===== config.mk =====
export PLATFORM = sky130hd
export DESIGN_NAME = spdif_subframe_rx
export DESIGN_NICKNAME = d
export VERILOG_FILES = /design/src/rtl/spdif_rx_pkg.sv /design/src/rtl/spdif_edge_timer.sv /design/src/rtl/spdif_bmc_parser.sv /design/src/rtl/spdif_out_hold.sv /design/src/rtl/spdif_subframe_rx.sv
export SDC_FILE = /design/constraint.sdc
export NUM_CORES = 1
export LEC_CHECK = 0
export BUFFER_PORTS_ARGS = -buffer_cell sky130_fd_sc_hd__buf_2
export CORE_MARGIN = 1
export CORE_UTILIZATION = 65
export CTS_CLUSTER_SIZE = 10
export DETAILED_ROUTE_END_ITERATION = 12
export PLACE_DENSITY = 0.84
export SKIP_CTS_REPAIR_TIMING = 1
export SLEW_MARGIN = 20
export SYNTH_ARGS = -nofsm -noshare
export SYNTH_HDL_FRONTEND = slang
export SYNTH_SLANG_ARGS = --single-unit

===== constraint.sdc =====
create_clock -name clk -period 14.79 [get_ports clk]
set_input_delay 2.958 -clock clk [delete_from_list [all_inputs] [get_ports clk]]
set_output_delay 2.958 -clock clk [all_outputs]
set_load 0.01 [all_outputs]

===== src/rtl/spdif_rx_pkg.sv =====
package spdif_rx_pkg;
  localparam int SF_SLOTS   = 32;
  localparam int PRE_SLOTS  = 4;
  localparam int DATA_SLOTS = SF_SLOTS - PRE_SLOTS;

  // gap length class in half-cells
  typedef enum logic [1:0] {
    RUN_SHORT = 2'd0,  // one half-cell
    RUN_LONG  = 2'd1,  // two half-cells
    RUN_XLONG = 2'd2,  // three half-cells (preamble only)
    RUN_BAD   = 2'd3   // out of range or silence
  } run_cls_t;

  typedef enum logic [3:0] {
    PS_HUNT, PS_P1,
    PS_B2, PS_B3, PS_M2, PS_M3, PS_W2, PS_W3,
    PS_D0, PS_D1, PS_WAITP
  } prs_state_t;
endpackage


===== src/rtl/spdif_edge_timer.sv =====
module spdif_edge_timer
  import spdif_rx_pkg::*;
#(
  parameter int CNT_W     = 8,
  parameter int MIN_PULSE = 2
) (
  input  logic     clk,
  input  logic     rst_n,
  input  logic     line_in,
  output logic     run_stb,
  output run_cls_t run_cls
);
  localparam logic [CNT_W-1:0] CNT_MAX = {CNT_W{1'b1}};
  localparam int               XW      = CNT_W + 4;

  logic [2:0]       sync_q;
  logic             edge_seen;
  logic [CNT_W-1:0] cnt_q;
  logic [CNT_W:0]   width, minw_q, eff_m;
  logic             take_min;
  logic [XW-1:0]    w2, m3, m5, m7;
  run_cls_t         cls;

  assign edge_seen = sync_q[2] ^ sync_q[1];
  assign width     = {1'b0, cnt_q} + 1'b1;
  assign take_min  = (width >= (CNT_W+1)'(MIN_PULSE)) && (width < minw_q);
  assign eff_m     = take_min ? width : minw_q;

  always_comb begin
    w2 = XW'(width) << 1;
    m3 = (XW'(eff_m) << 1) + XW'(eff_m);
    m5 = (XW'(eff_m) << 2) + XW'(eff_m);
    m7 = (XW'(eff_m) << 3) - XW'(eff_m);
    if (w2 < m3)      cls = RUN_SHORT;
    else if (w2 < m5) cls = RUN_LONG;
    else if (w2 < m7) cls = RUN_XLONG;
    else              cls = RUN_BAD;
  end

  always_ff @(posedge clk) begin
    if (!rst_n) begin
      sync_q  <= '0;
      cnt_q   <= '0;
      minw_q  <= {1'b0, CNT_MAX};
      run_stb <= 1'b0;
      run_cls <= RUN_BAD;
    end else begin
      sync_q <= {sync_q[1:0], line_in};
      if (edge_seen) begin
        cnt_q   <= '0;
        run_stb <= 1'b1;
        run_cls <= cls;
        if (take_min) minw_q <= width;
      end else if (cnt_q == CNT_MAX - 1'b1) begin
        cnt_q   <= CNT_MAX;
        run_stb <= 1'b1;
        run_cls <= RUN_BAD;
        minw_q  <= {1'b0, CNT_MAX};
      end else begin
        if (cnt_q != CNT_MAX) cnt_q <= cnt_q + 1'b1;
        run_stb <= 1'b0;
      end
    end
  end

  AST_SILENCE_FORGETS: assert property (@(posedge clk) disable iff (!rst_n)
    (!edge_seen && cnt_q == CNT_MAX - 1'b1) |=> (run_stb && run_cls == RUN_BAD && minw_q == {1'b0, CNT_MAX}));
endmodule


===== src/rtl/spdif_bmc_parser.sv =====
module spdif_bmc_parser
  import spdif_rx_pkg::*;
(
  input  logic        clk,
  input  logic        rst_n,
  input  logic        run_stb,
  input  run_cls_t    run_cls,
  output logic        sf_stb,
  output logic [31:0] sf_word,
  output logic        sf_chan_b,
  output logic        sf_blk,
  output logic        locked
);
  localparam int BCW = $clog2(DATA_SLOTS);
  localparam logic [BCW-1:0] LAST_BIT = BCW'(DATA_SLOTS - 1);

  prs_state_t          st_q, st_n;
  logic [1:0]          good_q, good_n;
  logic [BCW-1:0]      bitcnt_q;
  logic [DATA_SLOTS-1:0] sh_q;
  logic                chan_b_q, blk_q;
  logic                bit_ev, bit_val, pre_done, pre_b, pre_w;
  logic                restart, violation, fire;

  assign locked = (good_q == 2'd2);

  always_comb begin
    st_n = st_q; good_n = good_q;
    bit_ev = 1'b0; bit_val = 1'b0;
    pre_done = 1'b0; pre_b = 1'b0; pre_w = 1'b0;
    restart = 1'b0; violation = 1'b0;
    if (run_stb) begin
      if (run_cls == RUN_BAD) violation = 1'b1;
      else begin
        unique case (st_q)
          PS_HUNT:  if (run_cls == RUN_XLONG) restart = 1'b1;
          PS_WAITP: if (run_cls == RUN_XLONG) begin
                      st_n   = PS_P1;
                      good_n = (good_q == 2'd2) ? 2'd2 : good_q + 2'd1;
                    end else violation = 1'b1;
          PS_P1:    case (run_cls)
                      RUN_SHORT: st_n = PS_B2;
                      RUN_LONG:  st_n = PS_W2;
                      default:   st_n = PS_M2;
                    endcase
          PS_B2, PS_M2, PS_M3, PS_W2: begin
            if (run_cls == RUN_XLONG) restart = 1'b1;
            else if (run_cls == RUN_LONG) violation = 1'b1;
            else if (st_q == PS_B2) st_n = PS_B3;
            else if (st_q == PS_M2) st_n = PS_M3;
            else if (st_q == PS_W2) st_n = PS_W3;
            else pre_done = 1'b1;
          end
          PS_B3:    if (run_cls == RUN_XLONG) begin pre_done = 1'b1; pre_b = 1'b1; end
                    else violation = 1'b1;
          PS_W3:    if (run_cls == RUN_LONG) begin pre_done = 1'b1; pre_w = 1'b1; end
                    else if (run_cls == RUN_XLONG) restart = 1'b1;
                    else violation = 1'b1;
          PS_D0:    if (run_cls == RUN_LONG) bit_ev = 1'b1;
                    else if (run_cls == RUN_SHORT) st_n = PS_D1;
                    else restart = 1'b1;
          PS_D1:    if (run_cls == RUN_SHORT) begin bit_ev = 1'b1; bit_val = 1'b1; end
                    else if (run_cls == RUN_LONG) violation = 1'b1;
                    else restart = 1'b1;
          default:  violation = 1'b1;
        endcase
      end
      if (pre_done) st_n = PS_D0;
      if (bit_ev) st_n = (bitcnt_q == LAST_BIT) ? PS_WAITP : PS_D0;
      if (restart) begin st_n = PS_P1; good_n = 2'd1; end
      if (violation) begin st_n = PS_HUNT; good_n = 2'd0; end
    end
  end

  assign fire = bit_ev && (bitcnt_q == LAST_BIT) && (good_q == 2'd2);

  always_ff @(posedge clk) begin
    if (!rst_n) begin
      st_q <= PS_HUNT; good_q <= 2'd0; bitcnt_q <= '0; sh_q <= '0;
      chan_b_q <= 1'b0; blk_q <= 1'b0;
      sf_stb <= 1'b0; sf_word <= '0; sf_chan_b <= 1'b0; sf_blk <= 1'b0;
    end else begin
      st_q   <= st_n;
      good_q <= good_n;
      if (pre_done) begin
        bitcnt_q <= '0; chan_b_q <= pre_w; blk_q <= pre_b;
      end
      if (bit_ev) begin
        sh_q     <= {bit_val, sh_q[DATA_SLOTS-1:1]};
        bitcnt_q <= bitcnt_q + 1'b1;
      end
      sf_stb <= fire;
      if (fire) begin
        sf_word   <= {bit_val, sh_q[DATA_SLOTS-1:1], {PRE_SLOTS{1'b0}}};
        sf_chan_b <= chan_b_q;
        sf_blk    <= blk_q;
      end
    end
  end

  AST_ONE_STROBE: assert property (@(posedge clk) disable iff (!rst_n)
    sf_stb |=> !sf_stb);
  AST_BLOCK_ON_A: assert property (@(posedge clk) disable iff (!rst_n)
    (sf_stb && sf_blk) |-> !sf_chan_b);
  AST_BAD_DROPS_LOCK: assert property (@(posedge clk) disable iff (!rst_n)
    (run_stb && run_cls == RUN_BAD) |=> !locked);
  AST_STROBE_LOCKED: assert property (@(posedge clk) disable iff (!rst_n)
    sf_stb |-> locked);
endmodule


===== src/rtl/spdif_out_hold.sv =====
module spdif_out_hold #(
  parameter int W = 32
) (
  input  logic         clk,
  input  logic         rst_n,
  input  logic         in_stb,
  input  logic [W-1:0] in_word,
  input  logic         in_chan_b,
  input  logic         in_blk,
  input  logic         out_ready,
  output logic         out_valid,
  output logic [W-1:0] out_data,
  output logic         out_chan_b,
  output logic         out_blk
);
  logic load;
  assign load = in_stb && (!out_valid || out_ready);

  always_ff @(posedge clk) begin
    if (!rst_n) begin
      out_valid <= 1'b0; out_data <= '0; out_chan_b <= 1'b0; out_blk <= 1'b0;
    end else if (load) begin
      out_valid <= 1'b1; out_data <= in_word;
      out_chan_b <= in_chan_b; out_blk <= in_blk;
    end else if (out_ready) begin
      out_valid <= 1'b0;
    end
  end

  AST_HOLD_STABLE: assert property (@(posedge clk) disable iff (!rst_n)
    (out_valid && !out_ready) |=> (out_valid && $stable(out_data) && $stable(out_chan_b) && $stable(out_blk)));
  AST_LOW_SLOTS_ZERO: assert property (@(posedge clk) disable iff (!rst_n)
    out_valid |-> (out_data[3:0] == 4'd0));
endmodule


===== src/rtl/spdif_subframe_rx.sv =====
module spdif_subframe_rx
  import spdif_rx_pkg::*;
#(
  parameter int CNT_W     = 8,
  parameter int MIN_PULSE = 2
) (
  input  logic        clk,
  input  logic        rst_n,
  input  logic        line_in,
  output logic        out_valid,
  input  logic        out_ready,
  output logic [31:0] out_data,
  output logic        out_chan_b,
  output logic        out_blk_start,
  output logic        lock_lost
);
  logic        run_stb;
  run_cls_t    run_cls;
  logic        sf_stb, sf_chan_b, sf_blk, locked;
  logic [31:0] sf_word;

  spdif_edge_timer #(.CNT_W(CNT_W), .MIN_PULSE(MIN_PULSE)) u_timer (
    .clk(clk), .rst_n(rst_n), .line_in(line_in),
    .run_stb(run_stb), .run_cls(run_cls));

  spdif_bmc_parser u_parser (
    .clk(clk), .rst_n(rst_n), .run_stb(run_stb), .run_cls(run_cls),
    .sf_stb(sf_stb), .sf_word(sf_word), .sf_chan_b(sf_chan_b),
    .sf_blk(sf_blk), .locked(locked));

  spdif_out_hold #(.W(SF_SLOTS)) u_hold (
    .clk(clk), .rst_n(rst_n), .in_stb(sf_stb), .in_word(sf_word),
    .in_chan_b(sf_chan_b), .in_blk(sf_blk), .out_ready(out_ready),
    .out_valid(out_valid), .out_data(out_data),
    .out_chan_b(out_chan_b), .out_blk(out_blk_start));

  assign lock_lost = !locked;

  AST_RESET_IDLE: assert property (@(posedge clk)
    !rst_n |=> (!out_valid && lock_lost));
endmodule


==> flow_summary.json <==
{
  "status": "complete, no violations",
  "crit_required_ns": 15.16,
  "drc_errors": 0,
  "tns_ns": 0,
  "ys_types": 66,
  "synth_top_area_share": 0.346,
  "timing.fmax_mhz": 139,
  "n_antenna_cell": 0,
  "num_io_pins": 40,
  "hpwl_mm": 11.8,
  "syn_to_final_growth_pct": 11.3,
  "first_pass_iters": 5,
  "final_nets": 993,
  "synth_flop_cell": "dfxtp_1",
  "power.density_nw_per_um2": 134,
  "clockRootBuffer": "clkbuf_8",
  "critPathLaunch": "u_timer.cnt_q[0]",
  "synth_edf_count": 0,
  "fillers": 815,
  "worst-path-buf-inv": 1,
  "worst_r2r_startpoint": "u_timer.cnt_q[0]",
  "fin_util": 0.743,
  "layout_common_cells": "nand2_1 (217), dfxtp_1 (125), a21boi_0 (92)",
  "hold_path_class": "reg -> reg",
  "wl_per_cell_um": 16.4,
  "grt_max_degree": 120,
  "core_um2": 10800,
  "irDropWorstVdd_uv": 122,
  "relSlewSlack": 0.296,
  "start_util": 0.667,
  "final.min_clock_period_ns": 7.18,
  "synth_area_leaders": "dfxtp_1 (35%), ha_1 (12%), nand2_1 (11%)",
  "netlist_area_um2": 7230,
  "yosysWarnings": 0,
  "grt-ovfl-total": 0,
  "antenna_found_initial": 0,
  "cpLargestDelayFamily": "compound AO/OA/AOI/OAI gates",
  "gp_congestion": 0.958,
  "cp.arrival_ns": 7.55,
  "cp-start-kind": "flip-flop",
  "skew_ns": 0.0130,
  "drt_iter0_markers": 603,
  "grt_pass1_vias": 5996,
  "cts_tree": "yes",
  "die_y_um": 107,
  "grt_pass1_wl_mm": 28.8,
  "hold_viol_final": 0,
  "clkSinkCount": 125,
  "final_common_cell": "nand2_1",
  "ys_seq_elements": 125,
  "p_leak_nw": 3.30,
  "ys_async_sr_fraction": 0,
  "hp-start": "u_timer.sync_q[0]",
  "drive_above_1_share": 0.0957,
  "htree_num_levels": 4,
  "setup_viol": 0,
  "p_total_w": 0.00108,
  "cap_violations": 0,
  "numCtsBuffers": 17,
  "clockBufferDepth": 2,
  "viasPerCell": 5.90,
  "fin_ws_ns": 7.61,
  "io_buffers": 35,
  "worstPathMaxFanout": 12,
  "rrSetupSlack_ns": 7.61,
  "dieArea_um2": 11500,
  "clk_pin_slew_ns": 0.06,
  "slew_violations": 0,
  "crit_path_max_incr_delay_ns": 0.77,
  "grt_setup_unrepaired": "no",
  "fin_crit_sh": 0.485,
  "critPathSlowestCell": "nor2_1",
  "worstSkewPairLatency_ns": 0.54,
  "dr_total_vias": 6312,
  "synth-seq-area-share": 0.346,
  "dp_slack_ns": 7.75,
  "syn_area_per_cell_um2": 8.03,
  "endpoint_kind": "flip-flop",
  "fp.dieW_um": 107,
  "track_usage": 0.321,
  "num_rows": 38,
  "synth.largest_area_cell": "dfxtp_1",
  "timing_worst_setup_path_type": "reg -> reg",
  "synthCells": 900,
  "wl_mm": 17.6,
  "worst_slew_pin_slew_ns": 1.05,
  "drtAntennaViolNets": 0
}
## path summary, 6_finish.rpt
kind,to,cells after the start
setup reg to reg,u_timer.run_cls[0],25
setup / recovery,u_timer.run_cls[0],25
hold / removal,u_timer.sync_q[1],1
hold reg to reg,u_timer.sync_q[1],1
## logic make-up after synthesis
logic type | synth area share
AND/OR/NAND/NOR | 0.215
AO/OA/AOI/OAI | 0.221
flip-flops | 0.346
buffers and inverters | 0.0491
adder cells (fa/ha/maj) | 0.125
XOR/XNOR | 0.0374
multiplexers | 0.00554
other | 0.000519
## per-stage QoR
| stage | instances | cell area (um^2) | hold slack, ns |
|---|---|---|---|
| 2_1_floorplan | 903 | 7240 | 0.412 |
| 3_3_place_gp | 1039 | 7450 | 0.434 |
| 3_5_place_dp | 1039 | 7460 | 0.441 |
| 4_1_cts | 1070 | 8050 | 0.450 |
| 5_1_grt | 1070 | 8050 | 0.458 |
| 6_report | 1070 | 8050 | 0.443 |
## layout make-up
cell class                      instances  area [um^2]  share of cell area
Clock inverter                         10          139              0.0173
Sequential cell                       125         2500               0.311
Tap cell                              140          175              0.0218
Clock buffer                           21          449              0.0558
Timing Repair Buffer                   42          228              0.0283
Inverter                               44          165              0.0205
Multi-Input combinational cell        688         4390               0.546
## worst reg2reg max path, delay by kind of cell, from the launching register on
kind	cells	cell delay [ns]
compound gates	13	3.38
simple gates	6	1.50
fa+ha+maj	4	1.32
flops	1	0.50
buf+inv	1	0.22
xor+xnor	1	0.09
## sequential cells by signal, indices dropped and copies added, names as in the netlist, 2 cells and up
register,cells
u_timer.minw_q,9
u_hold.out_data,28
u_parser.good_q,2
u_timer.run_cls,2
u_parser.st_q,4
u_parser.sf_word,28
u_parser.bitcnt_q,5
u_timer.cnt_q,8
u_parser.sh_q,27
u_timer.sync_q,3
## layer usage
metal  share of wire  vias to the layer above  GRT usage
met4           0.028                        0      0.136
met5               0                        -          0
met3           0.049                       45     0.0726
met2            0.49                      162      0.545
met1            0.44                     2977      0.389
li1                -                     3128          -
## synth_stat cells (7+ instances only)
cell / n
nor3_1: 12
clkbuf_1: 38
ha_1: 69
nand4_1: 11
nor2b_1: 14
dfxtp_1: 125
nand3_1: 15
a21boi_0: 92
nand2b_1: 9
o22ai_1: 7
a21oi_1: 37
o21ai_0: 31
and2_1: 11
o211ai_1: 7
xor2_1: 11
inv_1: 43
nand2_1: 217
xnor2_1: 18
nor2_1: 29
## power breakdown
part	total (W)	switching (W)	internal (W)	leakage (nW)
clock network	0.000414	0.000149	0.000265	0.288
logic	0.000319	0.000181	0.000138	2.00
registers	0.000345	0.00000481	0.000340	1.01
total	0.00108	0.000335	0.000743	3.30
Power figures use the tool's default switching activity.
